--- src/rtl/post_code_pkg.sv ---
package post_code_pkg;
  localparam int unsigned BYTE_W = 8;
  localparam int unsigned OFF_W  = 2;
  localparam int unsigned CODE_W = BYTE_W << OFF_W;

  typedef struct packed {
    logic [OFF_W-1:0]  lane;
    logic [BYTE_W-1:0] value;
  } pc_entry_t;
endpackage

--- src/rtl/pc_sticky_flag.sv ---
module pc_sticky_flag (
  input  logic clk,
  input  logic rst_n,
  input  logic set_i,
  input  logic clr_i,
  output logic flag_o
);
  logic flag_q, flag_d;

  // Set has priority over a simultaneous write-1 clear.
  always_comb begin
    flag_d = flag_q;
    if (clr_i) flag_d = 1'b0;
    if (set_i) flag_d = 1'b1;
  end

  always_ff @(posedge clk or negedge rst_n) begin
    if (!rst_n) flag_q <= 1'b0;
    else        flag_q <= flag_d;
  end

  assign flag_o = flag_q;
endmodule

--- src/rtl/pc_capture_fifo.sv ---
module pc_capture_fifo
  import post_code_pkg::*;
#(
  parameter int unsigned DEPTH = 16
) (
  input  logic                     clk,
  input  logic                     rst_n,
  input  logic                     push_i,
  input  pc_entry_t                push_entry_i,
  input  logic                     pop_i,
  output pc_entry_t                head_o,
  output pc_entry_t                after_head_o,
  output logic [$clog2(DEPTH):0]   fill_o,
  output logic                     full_o,
  output logic                     empty_o,
  output logic                     drop_o
);
  localparam int unsigned PTR_W = $clog2(DEPTH);
  localparam int unsigned CNT_W = PTR_W + 1;

  logic [PTR_W-1:0] wr_ptr_q, wr_ptr_d;
  logic [PTR_W-1:0] rd_ptr_q, rd_ptr_d;
  logic [CNT_W-1:0] fill_q, fill_d;
  logic             accept;
  logic             take;
  pc_entry_t        slots [DEPTH];

  assign full_o  = (fill_q == CNT_W'(DEPTH));
  assign empty_o = (fill_q == '0);
  assign accept  = push_i && !full_o;
  assign drop_o  = push_i && full_o;
  assign take    = pop_i && !empty_o;

  // Storage: one register per slot, written only when the write pointer selects it.
  for (genvar g = 0; g < DEPTH; g++) begin : g_slot
    pc_entry_t slot_q;
    logic      slot_we;
    assign slot_we = accept && (wr_ptr_q == PTR_W'(g));
    always_ff @(posedge clk) begin
      if (slot_we) slot_q <= push_entry_i;
    end
    assign slots[g] = slot_q;
  end

  always_comb begin
    wr_ptr_d = wr_ptr_q;
    rd_ptr_d = rd_ptr_q;
    fill_d   = fill_q;
    if (accept) wr_ptr_d = wr_ptr_q + 1'b1;
    if (take)   rd_ptr_d = rd_ptr_q + 1'b1;
    case ({accept, take})
      2'b10:   fill_d = fill_q + 1'b1;
      2'b01:   fill_d = fill_q - 1'b1;
      default: fill_d = fill_q;
    endcase
  end

  always_ff @(posedge clk or negedge rst_n) begin
    if (!rst_n) begin
      wr_ptr_q <= '0;
      rd_ptr_q <= '0;
      fill_q   <= '0;
    end else begin
      wr_ptr_q <= wr_ptr_d;
      rd_ptr_q <= rd_ptr_d;
      fill_q   <= fill_d;
    end
  end

  assign head_o       = slots[rd_ptr_q];
  assign after_head_o = slots[rd_ptr_q + 1'b1];
  assign fill_o       = fill_q;
endmodule

--- src/rtl/pc_drain_engine.sv ---
module pc_drain_engine
  import post_code_pkg::*;
#(
  parameter int unsigned DEPTH     = 16,
  parameter int unsigned MAX_BATCH = 16
) (
  input  logic                   clk,
  input  logic                   rst_n,
  input  logic                   start_i,
  input  logic [$clog2(DEPTH):0] fill_i,
  input  pc_entry_t              head_i,
  input  pc_entry_t              after_head_i,
  output logic                   pop_o,
  output logic                   busy_o,
  output logic                   code_valid_o,
  output logic [CODE_W-1:0]      code_o
);
  localparam int unsigned CNT_W   = $clog2(DEPTH) + 1;
  localparam int unsigned BATCH_W = $clog2(MAX_BATCH + 1);

  logic               busy_q, busy_d;
  logic [BATCH_W-1:0] left_q, left_d;
  logic [CODE_W-1:0]  acc_q, acc_d;
  logic [CODE_W-1:0]  out_q, out_d;
  logic               vld_q, vld_d;
  logic [BATCH_W-1:0] snapshot;
  logic [CODE_W-1:0]  placed;
  logic [CODE_W-1:0]  merged;
  logic               final_entry;
  logic               close_code;

  assign snapshot = (fill_i > CNT_W'(MAX_BATCH)) ? BATCH_W'(MAX_BATCH)
                                                 : BATCH_W'(fill_i);

  assign placed      = CODE_W'(head_i.value) << {head_i.lane, 3'b000};
  assign merged      = acc_q | placed;
  assign final_entry = (left_q == BATCH_W'(1));
  assign close_code  = final_entry || (after_head_i.lane == '0);
  assign pop_o       = busy_q;

  always_comb begin
    busy_d = busy_q;
    left_d = left_q;
    acc_d  = acc_q;
    out_d  = out_q;
    vld_d  = 1'b0;
    if (busy_q) begin
      left_d = left_q - 1'b1;
      if (close_code) begin
        out_d = merged;
        vld_d = 1'b1;
        acc_d = '0;
      end else begin
        acc_d = merged;
      end
      if (final_entry) busy_d = 1'b0;
    end else if (start_i && (snapshot != '0)) begin
      busy_d = 1'b1;
      left_d = snapshot;
      acc_d  = '0;
    end
  end

  always_ff @(posedge clk or negedge rst_n) begin
    if (!rst_n) begin
      busy_q <= 1'b0;
      left_q <= '0;
      acc_q  <= '0;
      out_q  <= '0;
      vld_q  <= 1'b0;
    end else begin
      busy_q <= busy_d;
      left_q <= left_d;
      acc_q  <= acc_d;
      out_q  <= out_d;
      vld_q  <= vld_d;
    end
  end

  assign busy_o       = busy_q;
  assign code_valid_o = vld_q;
  assign code_o       = out_q;
endmodule

--- src/rtl/post_code_assembler.sv ---
module post_code_assembler
  import post_code_pkg::*;
#(
  parameter int unsigned DEPTH     = 16,
  parameter int unsigned MAX_BATCH = 16
) (
  input  logic        clk,
  input  logic        rst_n,
  input  logic        push_valid,
  input  logic [7:0]  push_data,
  input  logic [1:0]  push_offset,
  input  logic        drain_start,
  input  logic        ovf_clr,
  input  logic        pend_clr,
  output logic        code_valid,
  output logic [31:0] code,
  output logic        drain_busy,
  output logic        ovf_flag,
  output logic        pend_flag
);
  localparam int unsigned CNT_W = $clog2(DEPTH) + 1;

  pc_entry_t        in_entry;
  pc_entry_t        head;
  pc_entry_t        after_head;
  logic [CNT_W-1:0] fill;
  logic             fifo_full;
  logic             fifo_empty;
  logic             fifo_drop;
  logic             pop;

  assign in_entry.lane  = push_offset;
  assign in_entry.value = push_data;

  pc_capture_fifo #(.DEPTH(DEPTH)) fifo_i (
    .clk          (clk),
    .rst_n        (rst_n),
    .push_i       (push_valid),
    .push_entry_i (in_entry),
    .pop_i        (pop),
    .head_o       (head),
    .after_head_o (after_head),
    .fill_o       (fill),
    .full_o       (fifo_full),
    .empty_o      (fifo_empty),
    .drop_o       (fifo_drop)
  );

  pc_drain_engine #(.DEPTH(DEPTH), .MAX_BATCH(MAX_BATCH)) drain_i (
    .clk          (clk),
    .rst_n        (rst_n),
    .start_i      (drain_start),
    .fill_i       (fill),
    .head_i       (head),
    .after_head_i (after_head),
    .pop_o        (pop),
    .busy_o       (drain_busy),
    .code_valid_o (code_valid),
    .code_o       (code)
  );

  pc_sticky_flag ovf_flag_i (
    .clk    (clk),
    .rst_n  (rst_n),
    .set_i  (fifo_drop),
    .clr_i  (ovf_clr),
    .flag_o (ovf_flag)
  );

  pc_sticky_flag pend_flag_i (
    .clk    (clk),
    .rst_n  (rst_n),
    .set_i  (push_valid),
    .clr_i  (pend_clr),
    .flag_o (pend_flag)
  );
endmodule

--- config.mk ---
export PLATFORM = sky130hd
export DESIGN_NAME = post_code_assembler
export DESIGN_NICKNAME = d
export VERILOG_FILES = /design/src/rtl/post_code_pkg.sv /design/src/rtl/pc_sticky_flag.sv /design/src/rtl/pc_capture_fifo.sv /design/src/rtl/pc_drain_engine.sv /design/src/rtl/post_code_assembler.sv
export SDC_FILE = /design/constraint.sdc
export NUM_CORES = 1
export LEC_CHECK = 0
export BUFFER_PORTS_ARGS = -buffer_cell sky130_fd_sc_hd__buf_4
export CORE_MARGIN = 8
export CORE_UTILIZATION = 60
export CTS_CLUSTER_DIAMETER = 50
export CTS_CLUSTER_SIZE = 24
export DETAILED_ROUTE_END_ITERATION = 7
export PLACE_DENSITY = 0.76
export SYNTH_ARGS = -nofsm -noshare
export SYNTH_HDL_FRONTEND = slang
export SYNTH_SLANG_ARGS = --single-unit
export TNS_END_PERCENT = 5
--- constraint.sdc ---
create_clock -name clk -period 3.6 [get_ports clk]
set_input_delay 0.54 -clock clk [delete_from_list [all_inputs] [get_ports clk]]
set_output_delay 0.54 -clock clk [all_outputs]
set_load 0.005 [all_outputs]
; Word-level counts from Yosys, hierarchy flattened
; Cells that the tools add are included.
[word_totals]
reg_bits = 246
elab_cells = 127
mem_bits_ro = 0
latch_bits = 0
mem_count = 0
ram_bits = 0
inputBits = 16
[op_classes]
addsub = 5
div = 0
multipliers = 0
shift = 1
n_eq_ne = 19
order_cmp = 3
bitwise = 3
n_reduce_logical = 32
mux = 22
[ops]
columns = op, count
row1 = 2-to-1 mux 32 bit, 3
row2 = binary-select mux 10 bit (select 4 bit), 2
row3 = 2-to-1 mux 10 bit, 4
row4 = "equality test 4 bit, second input constant", 8
row5 = OR 32 bit, 1
row6 = << shifter 8 x 5 -> 32 bit, 1
row7 = logical AND 1 bit, 20
row8 = "equality test 4 x 3 -> 1 bit, second input constant", 4
row9 = 2-to-1 mux 5 bit, 3
row10 = "greater-or-equal comparator 5 bit, second input constant", 2
row11 = inverter 4 -> 5 bit, 2
row12 = one-hot mux 5 bit (2 select lines), 1
row13 = "subtractor 5 x 1 -> 5 bit, second input constant", 2
row14 = 2-to-1 mux 1 bit, 9
row15 = "adder 4 x 1 -> 4 bit, second input constant", 2
row16 = "equality test 4 x 2 -> 1 bit, second input constant", 2
row17 = nonzero test 2 bit, 4
row18 = "adder 5 x 1 -> 5 bit, second input constant", 1
row19 = "equality test 5 x 1 -> 1 bit, second input constant", 1
row20 = "equality test 5 bit, second input constant", 1
row21 = "greater-than comparator 5 bit, second input constant", 1
row22 = logical NOT 5 bit, 1
row23 = nonzero test 5 bit, 1
row24 = "equality test 4 x 1 -> 1 bit, second input constant", 1
row25 = 7 further kinds, 8

; Logic depth before layout (Yosys ltp)
; Gate-level depths: netlist of run 1.
[depth]
word_depth = 9
mapped_depth = 13
mapped_depth_nobuf = 13

; Modules after synthesis
; A second synthesis of run 1 with hierarchy kept.
[hier_totals]
hier_cells = 887
hier_area_um2 = 11732.5
[modules_own_cells]
columns = mod, instances, seq_area_each_um2, cells_each, area_each_um2
row1 = pc_capture_fifo, 1, 5129.9, 569, 8331.7
row2 = pc_drain_engine, 1, 1776.7, 312, 3328.2
row3 = pc_sticky_flag, 2, 25.0, 3, 36.3

; Worst setup path after synthesis of run 1
; No wires, ideal clock.
[synth_timing]
kind = register -> register
start = reg fifo_i.rd_ptr_q[0]
end = reg drain_i.out_q[10] (netlist: drain_i.code_o[10])
required_ns = 3.475
setup_time_ns = 0.125
stages_incl_launch_ff = 8
path_slack_ns = 0.956
arrival_ns = 2.519
cell_sequence = dfrtp_1 -> ha_1 -> xnor2_2 -> mux4_2 -> a22o_4 -> o21ai_4 -> buf_6 -> mux2_2
[synth_via]
elab_chain_len = 8
elab_cells_between_ends = 14
classes_between = add/sub (1) / shift (1) / mux (6) / bitwise (3) / reduce/logical (3)
[synth_rtl]
columns = item, line_no
row1 = "start, declared", pc_capture_fifo.sv:22  ; logic [PTR_W-1:0] rd_ptr_q, rd_ptr_d;
row2 = "start signal, assigned", pc_capture_fifo.sv:65  ; rd_ptr_q <= rd_ptr_d;
row3 = adder 4 x 1 -> 4 bit, pc_capture_fifo.sv:71  ; assign after_head_o = slots[rd_ptr_q + 1'b1];
row4 = inverter 4 -> 5 bit (not written as such), pc_capture_fifo.sv:71
row5 = binary-select mux 10 bit (select 4 bit), pc_capture_fifo.sv:71
row6 = 2-to-1 mux 10 bit (not written as such) (2 in a row), pc_capture_fifo.sv:71
row7 = logical NOT 2 bit, pc_drain_engine.sv:38  ; assign close_code = final_entry || (after_head_i.lane == '0);
row8 = logical OR 1 bit, pc_drain_engine.sv:38
row9 = AND reduction 2 bit (no source line), n/a
row10 = "end signal, assigned", pc_drain_engine.sv:75  ; out_q <= out_d;
row11 = "end, declared", pc_drain_engine.sv:24  ; logic [CODE_W-1:0] out_q, out_d;
; Several ways; a longest one is shown, not always the timed one. The select of a mux whose other input is x is not followed.
; A chain may end at the register's enable or synchronous reset.

; Final worst setup path of run 1
[layout_timing]
start = reg fifo_i.fill_q[1] (netlist: fifo_i.fill_o[1])
end = reg fifo_i.fill_q[4] (netlist: fifo_i.fill_o[4])
[layout_via]
elab_chain_len = 5
elab_cells_between_ends = 12
classes_between = add/sub (2) / eq/ne (3) / mux (1) / reduce/logical (6)
[layout_rtl]
columns = item, line_no
row1 = "start, declared", pc_capture_fifo.sv:23  ; logic [CNT_W-1:0] fill_q, fill_d;
row2 = "start signal, assigned", pc_capture_fifo.sv:66  ; fill_q <= fill_d;
row3 = equality test 5 bit / logical NOT 5 bit (equally long branches), "pc_capture_fifo.sv:28, pc_capture_fifo.sv:29"
row4 = logical NOT 1 bit (on tied branches), "pc_capture_fifo.sv:30, pc_capture_fifo.sv:32"
row5 = logical AND 1 bit (on tied branches), "pc_capture_fifo.sv:30, pc_capture_fifo.sv:32"
row6 = equality test 2 x 1 -> 1 bit / equality test 2 bit (equally long branches), pc_capture_fifo.sv:51  ; case ({accept, take})
row7 = one-hot mux 5 bit (2 select lines) / nonzero test 2 bit (equally long branches), n/a
; Several ways; a longest one is shown, not always the timed one.

==> flow_metrics.py, run 1 <==
metrics = {
    "run_status": {
        "run_status": "finished clean",
    },
    "layout": {
        "diodes": 0,
        "syn_to_final_growth_pct": 13.7,
        "drive_above_1_share_pct": 20.0,
        "nNetsFinal": 923,
    },
    "die": {
        "ios": 52,
        "dieWidth_um": 153,
        "core-area_sq_um": 18600,
        "die_h_um": 153,
        "rows": 50,
        "die_area_sq_um": 23400,
        "start_util_pct": 60.7,
    },
    "global_route": {
        "first_global_vias": 7320,
        "track_usage_pct": 22.4,
        "grt_pass1_wl_mm": 41.1,
        "grt_max_degree": 87,
        "antenna_found_initial": 0,
        "grt-ovfl-total": 0,
    },
    "timing": {
        "hold_viol": 0,
        "finalCritPeriodShare_pct": 85.3,
        "worstMarginPinSlew_ns": 1.08,
        "fmaxAchievable_mhz": 326,
        "setup_violations": 0,
        "hold_ws_ns": 0.219,
        "period_needed_ns": 3.07,
        "rsz0062_at_grt": "no",
        "max_slew_margin_pct": 28.3,
        "skew_ns": 0.0184,
        "fin_tns_setup_ns": 0,
        "slew_violations": 0,
        "worst_slack_ns": 0.530,
    },
    "clocking": {
        "cts_setup_buffers": 0,
        "ctsHoldBuffers": 0,
        "cts.clk_slew.worst_paths_ns": 0.07,
        "cts_buffers": 22,
        "cts_tree": "done",
        "htreeDepth": 1,
        "cts_root_buf": "clkbuf_16",
        "cts_resized": 0,
        "cts_buffer_depth": 3,
        "clock-sinks": 246,
        "insertion_delay_ns": 0.51,
    },
    "placed_design": {
        "hpwl_mm": 18.4,
        "place.gp.congestion": 0.910,
        "io_buffers": 51,
        "place_ws_ns": 0.637,
    },
    "drt": {
        "drc_errors": 0,
        "drtAntennaViolNets": 0,
        "viasPerCell": 6.39,
        "drtIter0Drc": 694,
        "first_pass_iters": 5,
        "detailroute.via_count": 7312,
        "wl_mm": 26.4,
        "wl_per_cell_um": 23.0,
    },
    "synth": {
        "seq_area_frac_synth_pct": 61.7,
        "syn_nets": 850,
        "ys_async_sr_fraction_pct": 35.0,
        "yosysMostFrequentCell": "edfxtp_1",
        "synth_area_per_cell_sq_um": 13.7,
        "ys_top_cells_by_area": "edfxtp_1, dfrtp_1, mux2i_1",
        "yosysUniqueCellTypes": 65,
        "syn_area_sq_um": 11300,
        "yosysTopAreaCell": "edfxtp_1",
        "synth-edff-count": 160,
        "yosys-top-cells-count": "edfxtp_1, dfrtp_1, mux2i_1",
        "ys_seq_elements": 246,
        "syn_inst": 822,
        "yosys_most_used_dff": "edfxtp_1",
        "ys_warn_count": 0,
        "synth_top_area_share_pct": 42.6,
    },
    "setup_path": {
        "end_kind": "flop",
        "worstPathArrival_ns": 3.45,
        "ff2ff_path_depth": 12,
        "r2r-start": "fifo_i.fill_o[1]",
        "critical_path_class": "flop to flop",
        "regToRegEndpoint": "fifo_i.fill_o[4]",
        "rrSetupSlack_ns": 0.53,
        "critPathMaxFanout": 9,
        "crit_path_start_kind": "flop",
        "crit_required_ns": 3.98,
    },
    "power": {
        "total_power_w": 0.0134,
        "leakagePower_nw": 5.19,
        "powerDensity_nw_per_um2": 1040,
        "ir_drop_uv": 475,
    },
    "min_path": {
        "holdCritPathClass": "input pin to async pin",
    },
    "flow_run": {
        "cap_viol_max_count": 0,
    },
}
==> sequential cells by signal (all words and copies together), names as in the netlist <==
signal and flops:
fifo_i.fill_o 5, fifo_i.rd_ptr_q 4, pend_flag_i.flag_o 1, drain_i.acc_q 32, drain_i.code_valid_o 1, fifo_i.wr_ptr_q 4, drain_i.busy_o 1, fifo_i.g_slot.slot_q 160
drain_i.left_q 5, drain_i.code_o 32, ovf_flag_i.flag_o 1
==> layout by cell type (no fill, tap or decap), types with 25 or more instances in the layout <==
cell type,n
buf_4,84
a22oi_1,34
nor2_1,60
a22o_1,34
dfrtp_1,85
nand3_1,25
mux2i_1,73
nand2_1,39
edfxtp_1,160
inv_1,29
==> worst max path at each step <==
stage                              end          startpoint
floorplan           drain_i.code_o[10]  fifo_i.rd_ptr_q[0]
global placement     drain_i.acc_q[30]  fifo_i.rd_ptr_q[1]
detailed placement    fifo_i.fill_o[4]    fifo_i.fill_o[0]
CTS                   fifo_i.fill_o[4]    fifo_i.fill_o[1]
global route          fifo_i.fill_o[4]    fifo_i.fill_o[0]
finish                fifo_i.fill_o[4]    fifo_i.fill_o[1]
==> metal layers <==
layer / GRT usage (%) / wire length (um) / vias up
met5: 0 / 0 / -
met4: 7.78 / 757 / 0
met3: 4.20 / 1960 / 63
met2: 35.3 / 12200 / 323
met1: 30.8 / 11400 / 3631
li1: - / - / 3295
==> cell families after synthesis <==
family,after synthesis,synth area share [%]
adder cells (fa/ha/maj),12,1.40
buffers and inverters,67,2.87
AND/OR/NAND/NOR,204,9.37
multiplexers,108,11.2
XOR/XNOR,17,1.45
flip-flops,246,61.7
AO/OA/AOI/OAI,168,12.0
==> power breakdown <==
group          internal, W  total, W  switching (W)
Clock              0.00138   0.00249        0.00112
Combinational      0.00292   0.00661        0.00369
Sequential         0.00374   0.00426       0.000515
==> through the flow <==
stage / util, % / std cells / instance area [sq um]
after floorplan: - / 822 / 11300
after global placement: 64.7 / 1105 / 12000
after detailed placement: 64.7 / 1105 / 12000
after CTS: 69.0 / 1145 / 12800
after global routing: 69.0 / 1145 / 12800
final: 69.0 / 1145 / 12800
==> critical path, stage by stage, from the launching register on <==
cell	delay, ns
dfrtp_1	0.42
nor4_1	0.63
a21boi_1	0.37
inv_1	0.12
ha_1	0.23
inv_1	0.11
fa_1	0.41
inv_1	0.07
a21o_1	0.10
a21oi_1	0.08
xnor2_1	0.19
nor2_1	0.07
xor2_1	0.14
==> final cells by class <==
cell class,count,area [sq um]
clock inverters,16,221
repair buffers,85,651
fillers,1308,5760
inverters,31,116
flip-flops and latches,246,6960
clock buffers,24,579
multi-input cells,509,4000
well taps,234,293
Note: power is estimated with default switching activity, not from simulation.
==> inputs of run 2 (changes only) <==
Settings changed: PLACE_DENSITY 0.76 to 0.78, SYNTH_HIERARCHICAL set to 1.
==> run 2 against run 1 <==
Against the previous run: total power fell by 12%; synthesized cell count fell by 6.8%; via count fell by 13%; largest cell class unchanged; global-route usage fell by 2.3 points; register-to-register slack got worse by 0.16 ns; clock-buffer cell count fell by 1; flip-flop and latch count did not move; setup slack got worse by 0.16 ns; non-clock buffer count fell by 19; clock power fell by 8.8%; clock skew rose by 0.0037 ns; wire length fell by 16%.
==> flow_metrics.py, run 2 <==
metrics = {
    "synth": {
        "syn_nets": 794,
        "synth_area_per_cell_sq_um": 14.1,
        "syn_area_sq_um": 10800,
        "syn_inst": 766,
        "ys_warn_count": 6,
    },
    "power": {
        "p_sw_share_pct": 40.2,
        "p_comb_share_pct": 46.8,
        "seqPwrFrac_pct": 33.8,
        "power_switching_w": 0.00470,
        "powerDensity_nw_per_um2": 985,
        "p_int_w": 0.00700,
        "leakagePower_nw": 4.51,
        "ir_drop_uv": 1050,
        "pwr-share-clk_pct": 19.4,
    },
    "die": {
        "dieWidth_um": 150,
        "ios": 52,
        "start_util_pct": 60.6,
        "core-area_sq_um": 17800,
        "rows": 49,
        "die_h_um": 150,
        "die_area_sq_um": 22500,
    },
    "timing": {
        "skew_ns": 0.0221,
        "max_slew_margin_pct": 19.6,
        "hold_viol": 0,
        "rsz0062_at_grt": "no",
        "fin_tns_setup_ns": 0,
        "setup_violations": 0,
        "period_needed_ns": 3.23,
        "finalCritPeriodShare_pct": 89.8,
        "slew_violations": 0,
        "fmaxAchievable_mhz": 309,
        "worstMarginPinSlew_ns": 1.21,
    },
    "global_route": {
        "grt_max_degree": 87,
        "antenna_found_initial": 1,
        "grt_pass1_wl_mm": 35.3,
        "grt-ovfl-total": 0,
        "track_usage_pct": 20.1,
        "first_global_vias": 6373,
    },
    "clocking": {
        "ctsHoldBuffers": 0,
        "cts.clk_slew.worst_paths_ns": 0.07,
        "cts_resized": 0,
        "cts_buffer_depth": 3,
        "cts_root_buf": "clkbuf_16",
        "cts_buffers": 21,
        "insertion_delay_ns": 0.51,
        "cts_setup_buffers": 0,
        "clock-sinks": 246,
        "htreeDepth": 1,
        "cts_tree": "done",
    },
    "drt": {
        "wl_mm": 22.2,
        "drtAntennaViolNets": 0,
        "drc_errors": 0,
        "wl_per_cell_um": 21.6,
        "detailroute.via_count": 6385,
        "viasPerCell": 6.23,
        "first_pass_iters": 5,
        "drtIter0Drc": 523,
    },
    "layout": {
        "multiInputGateArea_sq_um": 3240,
        "diodes": 0,
        "fillCellCount": 1245,
        "largest_reg_flops": 160,
        "top_register": "fifo_i/g_slot.slot_q",
        "final_cell_mix": "edfxtp_1, dfrtp_1, a21oi_1",
        "drive_above_1_share_pct": 18.0,
        "fin_cells": 1025,
        "syn_to_final_growth_pct": 10.3,
        "nNetsFinal": 809,
        "final_common_cell": "edfxtp_1",
        "seqCellArea_sq_um": 6960,
    },
    "flow_run": {
        "cap_viol_max_count": 0,
    },
    "setup_path": {
        "crit_required_ns": 3.98,
        "worstPathArrival_ns": 3.62,
        "critPathMaxFanout": 9,
        "path_delay_family": "simple AND/OR/NAND/NOR gates",
        "cp_slowest_stage_delay_ns": 0.56,
        "path_buf_inv": 2,
        "crit_slowest_cell": "nor4_1",
        "crit_path_start_kind": "flop",
        "critical_path_class": "flop to flop",
        "crit_path_frequent_cell": "inv_1",
        "end_kind": "flop",
        "worstPathCellList": "nor4_1, nand2_1, and2_1, inv_1, ha_1, inv_1, fa_1, nor2b_1, o21ai_0, nand3_1, or3b_2, xnor2_1",
    },
    "placed_design": {
        "place.gp.congestion": 0.870,
        "io_buffers": 51,
        "dp_cells": 987,
        "hpwl_mm": 14.4,
    },
    "run_status": {
        "run_status": "finished clean",
    },
    "min_path": {
        "holdCritPathClass": "input pin to async pin",
    },
}
-- run 2: area by class of cell --
class                           count  share of cell area (%)
Tap cell                          229                    2.41
Clock inverter                     15                    1.40
Clock buffer                       23                    4.49
Sequential cell                   246                    58.6
Multi-Input combinational cell    402                    27.3
Timing Repair Buffer               66                    4.38
Inverter                           44                    1.39
-- run 2: power groups by stage --
stage	clock network [W]	registers, W	logic, W
2_1_floorplan	0	0.00386	0.00463
3_3_place_gp	0	0.00397	0.00521
3_5_place_dp	0	0.00401	0.00543
4_1_cts	0.00231	0.00395	0.00547
5_1_grt	0.00241	0.00402	0.00599
6_report	0.00227	0.00395	0.00547
-- run 2: metal layers --
layer  vias up  track usage, %  wire length (um)
li1       2894               -                 -
met1      3160            27.3              9020
met2       291            32.8             10800
met3        38            3.57              1880
met4         2            5.50               472
met5         -               0                10
-- run 2: path summary, 6_finish.rpt --
check | from | slack, ns | end | depth (start not counted)
worst min register to register | pend_flag_i/flag_o | 0.50 | pend_flag_i/flag_o | 1
worst max-delay path | fifo_i/fill_o[0] | 0.37 | fifo_i/fill_o[4] | 12
min in group clk | push_valid | 0.23 | pend_flag_i/flag_o | 2
max in group asynchronous | rst_n | 2.55 | fifo_i/rd_ptr_q[0] | 1
worst min-delay path | rst_n | 0.23 | drain_i/code_o[6] | 1
worst max register to register | fifo_i/fill_o[0] | 0.37 | fifo_i/fill_o[4] | 12
-- run 2: metrics by stage --
stage	power, W	util (%)	area (sq um)	setup slack, ns	hold slack [ns]
after CTS	0.0117	66.8	11900	0.403	0.212
after floorplan	0.00848	-	10800	0.733	0.244
after global routing	0.0124	66.8	11900	0.0425	0.224
after global placement	0.00918	62.9	11200	0.554	0.465
after detailed placement	0.00943	62.9	11200	0.431	0.476
final	0.0117	66.8	11900	0.368	0.229
